### src/rtl/divtick_pkg.sv
package divtick_pkg;
  localparam int unsigned DivW      = 16;
  localparam int unsigned CntW      = 8;
  localparam int unsigned OvfTicks  = 4;
  localparam int unsigned StepW     = $clog2(OvfTicks + 1);
  localparam int unsigned SpeedBit [4] = '{9, 3, 5, 7};

  localparam logic [1:0] RegDiv  = 2'd0;
  localparam logic [1:0] RegCnt  = 2'd1;
  localparam logic [1:0] RegMod  = 2'd2;
  localparam logic [1:0] RegCtrl = 2'd3;

  typedef struct packed {
    logic incCount;    // counter increments this cycle
    logic reload;      // counter loads modulo and flag is set
    logic cntWrAllow;  // processor write to counter is honoured
  } tmrStrobe_t;
endpackage

### src/rtl/divtick_ctrl.sv
module divtick_ctrl
  import divtick_pkg::*;
(
  input  logic       clk,
  input  logic       rstN,
  input  logic       tickEn,
  input  logic       wrEn,
  input  logic [1:0] addr,
  input  logic       andNext,
  input  logic       cntFull,
  input  logic       modFull,
  output tmrStrobe_t st
);
  logic andReg, andValid;
  logic ovfActive, aborted;
  logic [StepW-1:0] step;
  logic cntWr, fallEdge, atLast, reloadTick, wrapNow;

  assign cntWr      = wrEn && (addr == RegCnt);
  assign fallEdge   = andValid && andReg && !andNext;
  assign atLast     = ovfActive && (step == StepW'(OvfTicks));
  assign reloadTick = tickEn && atLast;

  always_comb begin
    st.reload     = reloadTick && !aborted;
    st.cntWrAllow = !atLast;
    st.incCount   = fallEdge && !(cntWr && st.cntWrAllow);
  end

  assign wrapNow = st.reload ? modFull : cntFull;

  always_ff @(posedge clk or negedge rstN) begin
    if (!rstN) begin
      andReg   <= 1'b0;
      andValid <= 1'b0;
    end else begin
      andReg <= andNext;
      if (tickEn) andValid <= 1'b1;
    end
  end

  always_ff @(posedge clk or negedge rstN) begin
    if (!rstN) begin
      ovfActive <= 1'b0;
      aborted   <= 1'b0;
      step      <= '0;
    end else begin
      if (tickEn && ovfActive) begin
        if (step < StepW'(OvfTicks)) step <= step + 1'b1;
        else begin
          ovfActive <= 1'b0;
          aborted   <= 1'b0;
        end
      end
      if (cntWr && ovfActive && (step < StepW'(OvfTicks))) aborted <= 1'b1;
      if (st.incCount && wrapNow) begin
        ovfActive <= 1'b1;
        aborted   <= 1'b0;
        step      <= '0;
      end
    end
  end

  assert_step_bound_R5: assert property (@(posedge clk) disable iff (!rstN)
    ovfActive |-> (step <= StepW'(OvfTicks)));
  assert_window_start_R5: assert property (@(posedge clk) disable iff (!rstN)
    (st.incCount && wrapNow) |=> (ovfActive && step == '0 && !aborted));
  assert_abort_latch_R6: assert property (@(posedge clk) disable iff (!rstN)
    (cntWr && ovfActive && step < StepW'(OvfTicks)) |=> aborted);
endmodule

### src/rtl/divtick_dp.sv
module divtick_dp
  import divtick_pkg::*;
(
  input  logic            clk,
  input  logic            rstN,
  input  logic            tickEn,
  input  logic            wrEn,
  input  logic [1:0]      addr,
  input  logic [CntW-1:0] wrData,
  input  logic            irqWrEn,
  input  logic            irqWrVal,
  input  tmrStrobe_t      st,
  output logic            andNext,
  output logic            cntFull,
  output logic            modFull,
  output logic [CntW-1:0] rdData,
  output logic            irqFlag
);
  logic [DivW-1:0] divReg, divNext;
  logic [2:0]      ctrlReg, ctrlNext;
  logic [CntW-1:0] cntReg, cntBase, cntNext, modReg;
  logic divWr, cntWr, modWr, ctrlWr;

  assign divWr  = wrEn && (addr == RegDiv);
  assign cntWr  = wrEn && (addr == RegCnt);
  assign modWr  = wrEn && (addr == RegMod);
  assign ctrlWr = wrEn && (addr == RegCtrl);

  always_comb begin
    if (divWr)       divNext = '0;
    else if (tickEn) divNext = divReg + 1'b1;
    else             divNext = divReg;
    ctrlNext = ctrlWr ? wrData[2:0] : ctrlReg;
    andNext  = divNext[SpeedBit[ctrlNext[1:0]]] && ctrlNext[2];
  end

  assign cntFull = (cntReg == '1);
  assign modFull = (modReg == '1);

  always_comb begin
    cntBase = st.reload ? modReg : cntReg;
    if (cntWr && st.cntWrAllow) cntNext = wrData;
    else if (st.incCount)       cntNext = cntBase + 1'b1;
    else                        cntNext = cntBase;
  end

  always_ff @(posedge clk or negedge rstN) begin
    if (!rstN) begin
      divReg  <= '0;
      ctrlReg <= '0;
      cntReg  <= '0;
      modReg  <= '0;
      irqFlag <= 1'b0;
    end else begin
      divReg  <= divNext;
      ctrlReg <= ctrlNext;
      cntReg  <= cntNext;
      if (modWr) modReg <= wrData;
      if (st.reload)    irqFlag <= 1'b1;
      else if (irqWrEn) irqFlag <= irqWrVal;
    end
  end

  always_comb begin
    unique case (addr)
      RegDiv:  rdData = divReg[DivW-1 -: CntW];
      RegCnt:  rdData = cntReg;
      RegMod:  rdData = modReg;
      default: rdData = {{(CntW-3){1'b1}}, ctrlReg};
    endcase
  end

  assert_div_clear_R2: assert property (@(posedge clk) disable iff (!rstN)
    divWr |=> (divReg == '0));
  assert_wrap_zero_R5: assert property (@(posedge clk) disable iff (!rstN)
    (st.incCount && !st.reload && cntReg == '1 && !cntWr) |=> (cntReg == '0));
  assert_reload_value_R5: assert property (@(posedge clk) disable iff (!rstN)
    (st.reload && !st.incCount && !(cntWr && st.cntWrAllow)) |=> (cntReg == $past(modReg)));
  assert_irq_set_R5: assert property (@(posedge clk) disable iff (!rstN)
    st.reload |=> irqFlag);
  assert_ignored_write_R7: assert property (@(posedge clk) disable iff (!rstN)
    (cntWr && !st.cntWrAllow && !st.incCount && !st.reload) |=> $stable(cntReg));
endmodule

### src/rtl/divtick_timer.sv
module divtick_timer
  import divtick_pkg::*;
(
  input  logic       clk,
  input  logic       rstN,
  input  logic       tickEn,
  input  logic       wrEn,
  input  logic [1:0] addr,
  input  logic [7:0] wrData,
  output logic [7:0] rdData,
  input  logic       irqWrEn,
  input  logic       irqWrVal,
  output logic       irqFlag
);
  tmrStrobe_t st;
  logic andNext, cntFull, modFull;

  divtick_ctrl u_ctrl (
    .clk(clk), .rstN(rstN), .tickEn(tickEn), .wrEn(wrEn), .addr(addr),
    .andNext(andNext), .cntFull(cntFull), .modFull(modFull), .st(st)
  );

  divtick_dp u_dp (
    .clk(clk), .rstN(rstN), .tickEn(tickEn), .wrEn(wrEn), .addr(addr),
    .wrData(wrData), .irqWrEn(irqWrEn), .irqWrVal(irqWrVal), .st(st),
    .andNext(andNext), .cntFull(cntFull), .modFull(modFull),
    .rdData(rdData), .irqFlag(irqFlag)
  );
endmodule

### config.mk
export PLATFORM = sky130hd
export DESIGN_NAME = divtick_timer
export DESIGN_NICKNAME = d
export VERILOG_FILES = /design/src/rtl/divtick_pkg.sv /design/src/rtl/divtick_ctrl.sv /design/src/rtl/divtick_dp.sv /design/src/rtl/divtick_timer.sv
export SDC_FILE = /design/constraint.sdc
export NUM_CORES = 1
export LEC_CHECK = 0
export BUFFER_PORTS_ARGS = -buffer_cell sky130_fd_sc_hd__buf_2
export CORE_MARGIN = 5
export CORE_UTILIZATION = 42
export CTS_BUF_LIST = sky130_fd_sc_hd__clkbuf_8
export DETAILED_ROUTE_END_ITERATION = 8
export GPL_TIMING_DRIVEN = 0
export RECOVER_POWER = 100
export SYNTH_ARGS = -nofsm -noshare
export SYNTH_HDL_FRONTEND = slang
export SYNTH_SLANG_ARGS = --single-unit
### constraint.sdc
create_clock -name clk -period 4.6 [get_ports clk]
set_clock_uncertainty 0.1 [all_clocks]
set_input_delay 0.23 -clock clk [delete_from_list [all_inputs] [get_ports clk]]
set_output_delay 0.23 -clock clk [all_outputs]
set_load 0.02 [all_outputs]
======== Yosys cells after proc, flatten, opt, wreduce, memory -nomap -nowiden ========
Index checks and enable logic that the tools add are counted.
operators by class
  bitwise gates (word level) .............. 1
  muxes and demuxes ....................... 23
  reduce and logical (&&, ||, !) cells .... 28
  magnitude comparators ................... 3
  add/subtract/negate cells ............... 3
  equality and inequality tests ........... 8
operator list
  operator                                                                count
  32-bit binary-select mux with 2-bit select                              1
  32-bit two-way mux                                                      2
  32-bit by 5-bit < comparator with 1-bit output (second input constant)  1
  16-bit two-way mux                                                      2
  8-bit two-way mux                                                       3
  8-bit one-hot mux with 3 select lines                                   1
  16-bit by 1-bit adder with 16-bit output (second input constant)        1
  8-bit == test (second input constant)                                   2
  1-bit logical AND                                                       16
  3-bit two-way mux                                                       4
  1-bit two-way mux                                                       9
  8-bit by 1-bit adder with 8-bit output (second input constant)          1
  2-bit AND reduction                                                     3
  2-bit nonzero test                                                      3
  1-bit binary-select mux with 4-bit select                               1
  2-bit == test (second input constant)                                   2
  1-bit zero test                                                         4
  3-bit by 1-bit adder with 3-bit output (second input constant)          1
  3-bit == test (second input constant)                                   1
  3-bit greater-or-equal comparator (second input constant)               1
  3-bit < comparator (second input constant)                              1
  3-bit != test (second input constant)                                   1
  2-bit NOT with 3-bit output                                             1
  3-bit nonzero test                                                      1
  other kinds (3)                                                         3
storage, ports and cells
  bits in registers ....................... 43
  input bits .............................. 16
  output and inout port bits .............. 9
  word-level logic and storage cells ...... 76

======== Longest topological paths before layout ========
Gate-level depths: netlist (run 1).
  depth in word-level cells ............... 16
  depth in mapped cells ................... 11
  gate-level depth less buffers ........... 11

======== Modules after synthesis ========
From an unflattened synthesis (run 1), not the netlist that was laid out.
unflattened totals
  cell total of the unflattened synthesis .. 234
  area total of the unflattened synthesis .. 2473.6 µm²
modules (own cells, without submodules)
  module        instances  area each (µm²)  cells each  seq. area each (µm²)
  divtick_dp    1          2072.0           198         900.9
  divtick_ctrl  1          401.6            36          175.2

======== Worst setup path before layout (run 1) ========
Ideal clock, no wire load.
  kind .................................... reg2reg
  from .................................... register u_ctrl.step[0]
  to ...................................... register u_dp.cntReg[7]
  clock period less this slack ............ 2377 ps
  slack ................................... 2223 ps
  buffers on the path ..................... 0
  data required time ...................... 4405 ps
  cell stages (with the launch flop) ...... 10
  setup time .............................. 95 ps
  data arrival time ....................... 2181 ps
  cell sequence ........................... dfrtp_1 > inv_1 > ha_1 > nand4_4 > nor2_8 > mux2_4 > or3b_1 > or2_4 > o31a_1 > o31ai_1
on the way
  longest elaborated chain between the ends .. 8
  elaborated cells between the ends (all ways) .. 12
  classes of those cells .................. 1 x add/sub; 1 x eq/ne; 3 x mux; 7 x reduce/logical
ends and longest elaborated chain
  item                                                                                line                                                      source
  from (decl)                                                                         divtick_ctrl.sv:16                                        logic [StepW-1:0] step;
  from (signal assigned)                                                              divtick_ctrl.sv:49                                        if (step < StepW'(OvfTicks)) step <= step + 1'b1;
  3-bit == test *                                                                     divtick_ctrl.sv:21                                        assign atLast = ovfActive && (step == StepW'(OvfTicks));
  1-bit logical AND *                                                                 divtick_ctrl.sv:21
  1-bit logical AND / 1-bit zero test (equally long branches)                         divtick_ctrl.sv:22, divtick_ctrl.sv:26
  1-bit logical AND, on equally long branches                                         divtick_ctrl.sv:25, divtick_ctrl.sv:27, divtick_dp.sv:42
  8-bit two-way mux / 1-bit zero test (equally long branches)                         divtick_dp.sv:41, divtick_ctrl.sv:27
  8-bit by 1-bit adder with 8-bit output / 1-bit logical AND (equally long branches)  divtick_dp.sv:43, divtick_ctrl.sv:27
  8-bit two-way mux                                                                   divtick_dp.sv:43                                          else if (st.incCount) cntNext = cntBase + 1'b1;
  8-bit two-way mux *                                                                 divtick_dp.sv:42                                          if (cntWr && st.cntWrAllow) cntNext = wrData;
  named net u_dp.cntNext[7]                                                           divtick_dp.sv:21                                          logic [CntW-1:0] cntReg, cntBase, cntNext, modReg;
  to (signal assigned)                                                                divtick_dp.sv:57                                          cntReg <= cntNext;
  to (decl)                                                                           divtick_dp.sv:21
The timed path passes the listed nets; every way through them passes the cells marked *.
A chain may end at the register's enable or synchronous reset.

======== Worst setup path in the final report (run 1) ========
  from .................................... register u_ctrl.step[0]
  to ...................................... register u_ctrl.step[0]
on the way
  longest elaborated chain between the ends .. 9
  elaborated cells between the ends (all ways) .. 18
  classes of those cells .................. 1 x add/sub; 1 x order compare; 1 x eq/ne; 4 x mux; 11 x reduce/logical
ends and longest elaborated chain
  item                           line                source
  3-bit == test                  divtick_ctrl.sv:21
  1-bit logical AND              divtick_ctrl.sv:21
  1-bit zero test                divtick_ctrl.sv:26  st.cntWrAllow = !atLast;
  1-bit logical AND              divtick_ctrl.sv:27  st.incCount = fallEdge && !(cntWr && st.cntWrAllow);
  1-bit zero test                divtick_ctrl.sv:27
  1-bit logical AND              divtick_ctrl.sv:27
  1-bit logical AND              divtick_ctrl.sv:56  if (st.incCount && wrapNow) begin
  2-bit nonzero test (no line)   --
  2-bit AND reduction (no line)  --
Several ways; a longest one is shown, not always the timed one. The select of a mux whose other input is x is not followed.

==> results of run 1 <==
## report_power, final
part           total, W  internal (W)  switching [W]
registers      0.000484      0.000437      0.0000473
clock network  0.000309      0.000176       0.000133
logic          0.000270      0.000122       0.000148
total           0.00106      0.000735       0.000328
## registers in the layout, indices dropped and copies added (netlist names)
| register | count |
|---|---|
| u_ctrl.aborted | 1 |
| u_ctrl.step | 3 |
| u_dp.irqFlag | 1 |
| u_ctrl.ovfActive | 1 |
| u_dp.divReg | 16 |
| u_dp.ctrlReg | 3 |
| u_ctrl.andValid | 1 |
| u_dp.modReg | 8 |
| u_dp.cntReg | 8 |
| u_ctrl.andReg | 1 |
## worst max-delay path by stage
stage / startpoint / endpoint / slack, ns / cells past startpoint
6_report: u_ctrl.step[0] / u_ctrl.step[0] / 1.49 / 11
2_1_floorplan: u_ctrl.step[0] / u_dp.cntReg[7] / 2.22 / 9
3_5_place_dp: u_ctrl.step[0] / u_ctrl.step[0] / 1.92 / 8
4_1_cts: u_ctrl.step[0] / u_ctrl.step[0] / 1.91 / 8
3_3_place_gp: u_ctrl.step[0] / u_ctrl.step[0] / 1.89 / 8
5_1_grt: u_dp.divReg[2] / u_ctrl.step[2] / 1.20 / 7
## per-stage QoR
| stage | cells | cell area, sq um | power [W] | hold WS (ns) | utilization [%] |
|---|---|---|---|---|---|
| 3_3_place_gp | 329 | 2700 | 0.0007792 | 0.3502 | 46.15 |
| 4_1_cts | 337 | 2818 | 0.001095 | 0.03307 | 48.16 |
| 5_1_grt | 337 | 2740 | 0.001128 | 0.05359 | 46.83 |
| 2_1_floorplan | 233 | 2501 | 0.0007053 | -0.1656 | - |
| 3_5_place_dp | 329 | 2700 | 0.0007838 | 0.3529 | 46.15 |
| 6_report | 337 | 2740 | 0.001063 | 0.05809 | 46.83 |
## cell type report
cell class / instances / area share, %
Timing Repair Buffer: 21 / 3.379
Sequential cell: 43 / 39.27
Buffer: 9 / 1.644
Clock inverter: 2 / 1.279
Inverter: 6 / 0.8219
Multi-Input combinational cell: 175 / 47.17
Clock buffer: 6 / 3.014
Tap cell: 75 / 3.425
## worst min-delay path, stage by stage
cell,delay (ns)
buf_2,0.09
nand2_1,0.04
o31ai_1,0.06
## logic make-up (layout without fill, tap and decap cells)
| logic type | count (synthesis) | in the layout |
|---|---|---|
| adder cells (fa/ha/maj) | 4 | 4 |
| buffers and inverters | 15 | 44 |
| AO/OA/AOI/OAI | 38 | 38 |
| XOR/XNOR | 16 | 16 |
| flip-flops | 43 | 43 |
| AND/OR/NAND/NOR | 87 | 87 |
| multiplexers | 30 | 30 |
## layout by cell type, fill, tap and decap left out, types with 3 or more instances in the layout
cell type	netlist	routed
mux4_2	3	3
mux2i_1	12	12
o22a_1	5	5
clkbuf_8	0	6
o31ai_1	4	4
dfrtp_1	43	43
o31a_1	3	3
nand4_1	4	6
nand3_1	8	8
ha_1	4	4
xor2_1	11	11
nand2_1	18	18
nor2_1	27	27
buf_2	3	12
a21oi_1	4	4
inv_1	6	6
mux2_2	14	13
and3_1	3	3
xnor2_1	5	5
clkbuf_1	2	16
o21ai_0	4	4
nand2b_1	3	3
nor4_1	3	3
## metal layers
metal	part of all wire, %	up-vias	GRT usage [%]
met5	0	-	0
li1	-	901	-
met4	1.0	0	3.766
met2	45	21	22.98
met1	51	873	21.66
met3	2.6	5	2.744
==> metrics, run 1 <==
R2R Setup Slk 1.49 ns; row count 28; syn avg cell area 10.73 sq um; CP arrival 3.15 ns; Resized cells post-CTS 0; routed len/inst 15.38 um; Post-synth top flop dfrtp_1; area taken by multi-input logic gates 1292 sq um; TritonRoute pass-1 iters 4; worst slew pin tran 2.339 ns; Netlist Area Pre-Place ~2500 sq um; drt drc 0; CORE AREA 5851 sq um; layout cells sized above 1 17.56%; cell breakdown of the critical path inv_1 -> ha_1 -> nand4_1 -> nor2_8 -> mux2i_1 -> inv_1 -> ha_1 -> nand3b_1 -> nor2_1 -> nor4b_1 -> nor2_1; clock root buffer clkbuf_8; setup TNS 0 ns; Post-synth ARST share 100.0%; Critical-path top delay cell nor4b_1; Largest delay share family, worst path simple AND/OR/NAND/NOR gates; fin nets 281; CTS tree yes; Chip Height 87.17 um; insertion delay to the later sink of the worst-skew pair 0.29 ns; die area 7599 sq um; Hold Path Class in -> reg; sequential fraction of the synthesis area 43.02%; FF/Latch Area about 1100 sq um; I/O Buffers 21; Synth cell types between 50 and 60; RSZ-0062 raised after global routing false; pre-CTS WS 1.916 ns; EDFF count, synth 0; drt total wl 5.182 mm; CTS sink count 43; I/O pin count 25; global-route wire length before repair 8.838 mm; post-CTS setup buffers 0; hold_buf cts 0; reg2reg end u_ctrl.step[0]; Max Slew Vio Count 44; P_leak about 1.2 nW; fin crit period 3.112 ns; vias in the first global route 1774; Post-Synth Adder-Cell Area 2.001%; initial antenna violation count 0; Clock transition at path regs 0.09 ns; CTS Buffer Depth 2; failing checks capacitance limit, slew limit; min-delay src wrData[4]; WP data required 4.64 ns; Post-synth top cells dfrtp_1, nor2_1, nand2_1; Inserted Clock Buffers 5; final setup vio count 0; Power Density a little under 400 nW/um^2; post-detail-place hpwl about 3.9 mm; critical path's largest stage delay 0.83 ns; GPL Wtd Cong 0.8257; Layout Area Growth over Synthesis 9.555%; Synth top area share 43.02%; H-tree Lvls 2; largest family of logic cells by synthesized area simple AND/OR/NAND/NOR gates; count leader, synth dfrtp_1; Congestion Overflow GR 0; Buf/Inv on CP 2; CP Launch Type flip-flop; Synth Area in XOR/XNOR 5.603%; Ys Warns 0; WS Path Type reg -> reg; endpoint class of the critical path flip-flop; Diodes inserted 0; largest net degree at the start of global routing between 40 and 50; cell accounting for the most synthesized area dfrtp_1; Synth Register Bits 43; vias per cell 5.341; VDD IR max 225.2 uV; All-Layer GR Usage 14.91%; die width 87.17 um; reg2reg path depth 11; Iteration-0 DRC Markers 53; via count 1800; ranking of synthesized cells by area dfrtp_1, mux2_2, mux2i_1; Synth Area in Compound Gates between 10% and 20%; Max Cap Viol 1; initial core utilization a little over two fifths; Post-Synth Simple-Gate Area 19.81%; Post-Syn Nets about 250; final setup margin 1.488 ns; worst reg2reg startpoint u_ctrl.step[0]; Hold Path Depth 3; outcome finished, violations left; f_max 321.3 MHz; crit share post-route 67.66%; Synth Instances approximately 230; worst hold endpoint u_dp.cntReg[4]; Slew Limit Headroom -55.93%; Final Hold Fails 0; Final ANT Viol Nets 0; multiplexer share of the synthesized area 14.41%; fill cell count 563; Max FO, Critical Path 8
No activity file was read; power rests on OpenSTA's default activity.
==> inputs of run 2 (changes only) <==
Clock period 4.6 ns to 3.05 ns, I/O delays scaled along.
==> metrics, run 2 (synthesis results as in run 1) <==
placed cell areas 2700 sq um (unchanged); I/O Buffers 21 (unchanged); Iteration-0 DRC Markers 78 (+47%); I/O pin count 25 (unchanged); Clock transition at path regs 0.09 ns (about the same); outcome finished, final reports clean; layout cells sized above 1 18.96% (+1.4 points); initial core utilization 42.75% (unchanged); CTS tree yes; clock root buffer clkbuf_8; worst slew pin tran 1.098 ns (-1.241 ns); commonest non-fill, non-tap cell in the layout dfrtp_1; Hold Path Class in -> reg; max reg flops 16 (unchanged); fin nets 288 (+2.5%); RSZ-0062 raised after global routing false; CTS sink count 43 (unchanged); Final ANT Viol Nets 0 (unchanged); drt total wl 5.234 mm (+1.0%); VDD IR max 339.7 uV (+51%); P_leak 1.240 nW (+4.0%); CORE AREA 5851 sq um (unchanged); die area 7599 sq um (unchanged); Final Cell Area 2859 sq um (+4.3%); Chip Height 87.17 um (unchanged); commonest cells after routing, fill and taps aside dfrtp_1, nor2_1, nand2_1, clkbuf_1, mux2_2; die width 87.17 um (unchanged); GPL Wtd Cong 0.8257 (unchanged); initial antenna violation count 0 (unchanged); Max Slew Vio Count 0 (-100%); All-Layer GR Usage 15.13% (+0.22 points); post-CTS setup buffers 0 (unchanged); setup TNS 0 ns (unchanged); largest net degree at the start of global routing 44 (unchanged); Largest regs u_dp.divReg x16, u_dp.cntReg x8, u_dp.modReg x8; H-tree Lvls 2 (unchanged); Resized cells post-CTS 0 (unchanged); Congestion Overflow GR 0 (unchanged); post-detail-place hpwl 3.874 mm (unchanged); Layout Area Growth over Synthesis 14.31%; endpoint class of the critical path flip-flop; routed len/inst 15.22 um (-1.1%); global-route wire length before repair 8.976 mm (+1.6%); Inserted Clock Buffers 5 (unchanged); Power Density 568.5 nW/um^2 (+47%); CP Launch Type flip-flop; WP data required 3.11 ns (-1.53 ns); Max FO, Critical Path 8 (unchanged); hold_buf cts 7 (+7); WS Path Type reg -> reg; insertion delay to the later sink of the worst-skew pair 0.29 ns (about the same); crit share post-route 87.14% (+19 points); register name with the most flops u_dp.divReg; overall power 0.001625 W (+53%); row count 28 (unchanged); CP arrival 2.72 ns (-0.43 ns); R2R Setup Slk 0.39 ns (-1.10 ns); vias in the first global route 1807 (+1.9%); Slew Limit Headroom 26.79% (+83 points); Final Hold Fails 0 (unchanged); f_max 376.3 MHz (+17%); vias per cell 5.320 (-0.40%); final setup vio count 0 (unchanged); final setup margin 0.3923 ns (-1.095 ns); Diodes inserted 0 (unchanged); fill cell count 551 (-2.1%); CTS Buffer Depth 2 (unchanged); pre-CTS WS 0.3664 ns (-1.550 ns); TritonRoute pass-1 iters 4 (unchanged); fin crit period 2.658 ns (-0.4547 ns); Max Cap Viol 0 (-1); via count 1830 (+1.7%); drt drc 0 (unchanged)
[run 2: cell count changes in the layout (fill, tap and decap cells not counted), sizes merged]
cell         previous run  this run
dlygate4sd3             1         8
buf                    13        14
clkbuf                 22        21
[run 2: worst paths after layout]
path | from | to | cells past startpoint
max reg2reg | u_ctrl.step[0] | u_ctrl.step[0] | 8
min reg2reg | u_dp.modReg[1] | u_dp.modReg[1] | 1
min | wrData[6] | u_dp.modReg[6] | 2
max | u_ctrl.step[0] | u_ctrl.step[0] | 8
min in group asynchronous | rstN | u_dp.irqFlag | 2
max in group asynchronous | rstN | u_dp.divReg[14] | 2
[run 2: worst max-delay path, stage by stage (launching register included)]
cell     delay [ns]
dfrtp_1        0.41
inv_1          0.07
ha_1           0.20
nand4_4        0.15
nor2_8         0.22
mux2i_1        0.20
or3_2          0.54
nor4b_2        0.51
nor2_1         0.11
[run 2: cell type report]
| type | count | area [sq um] | area share, % |
|---|---|---|---|
| clock buffer | 6 | 82.58 | 2.888 |
| sequential | 43 | 1076 | 37.64 |
| tap | 75 | 93.84 | 3.282 |
| clock inverter | 2 | 35.03 | 1.225 |
| buffer | 9 | 52.55 | 1.838 |
| multi-input combinational | 175 | 1333 | 46.61 |
| timing repair buffer | 28 | 163.9 | 5.733 |
| inverter | 6 | 22.52 | 0.7877 |
[run 2: through the flow]
| step | hold WS [ns] | util (%) | std cells |
|---|---|---|---|
| 6_report | 0.01874 | 48.87 | 344 |
| 2_1_floorplan | -0.2431 | - | 233 |
| 3_5_place_dp | 0.2754 | 46.15 | 329 |
| 5_1_grt | 0.01613 | 48.87 | 344 |
| 3_3_place_gp | 0.2727 | 46.15 | 329 |
| 4_1_cts | 0.01007 | 49.36 | 344 |
[run 2: where the power goes]
group / internal, W / total (W) / switching, W / leakage [nW]
logic: 0.000200 / 0.000429 / 0.000229 / 0.631
registers: 0.000659 / 0.000732 / 0.0000727 / 0.547
clock network: 0.000265 / 0.000464 / 0.000199 / 0.0612
[run 2: routing by layer]
layer / global-route usage (%) / up-vias / share of wire (%)
li1: - / 913 / -
met4: 3.766 / 0 / 1.0
met5: 0 / - / 0
met2: 23.40 / 23 / 44
met3: 2.649 / 5 / 2.9
met1: 22.02 / 889 / 52
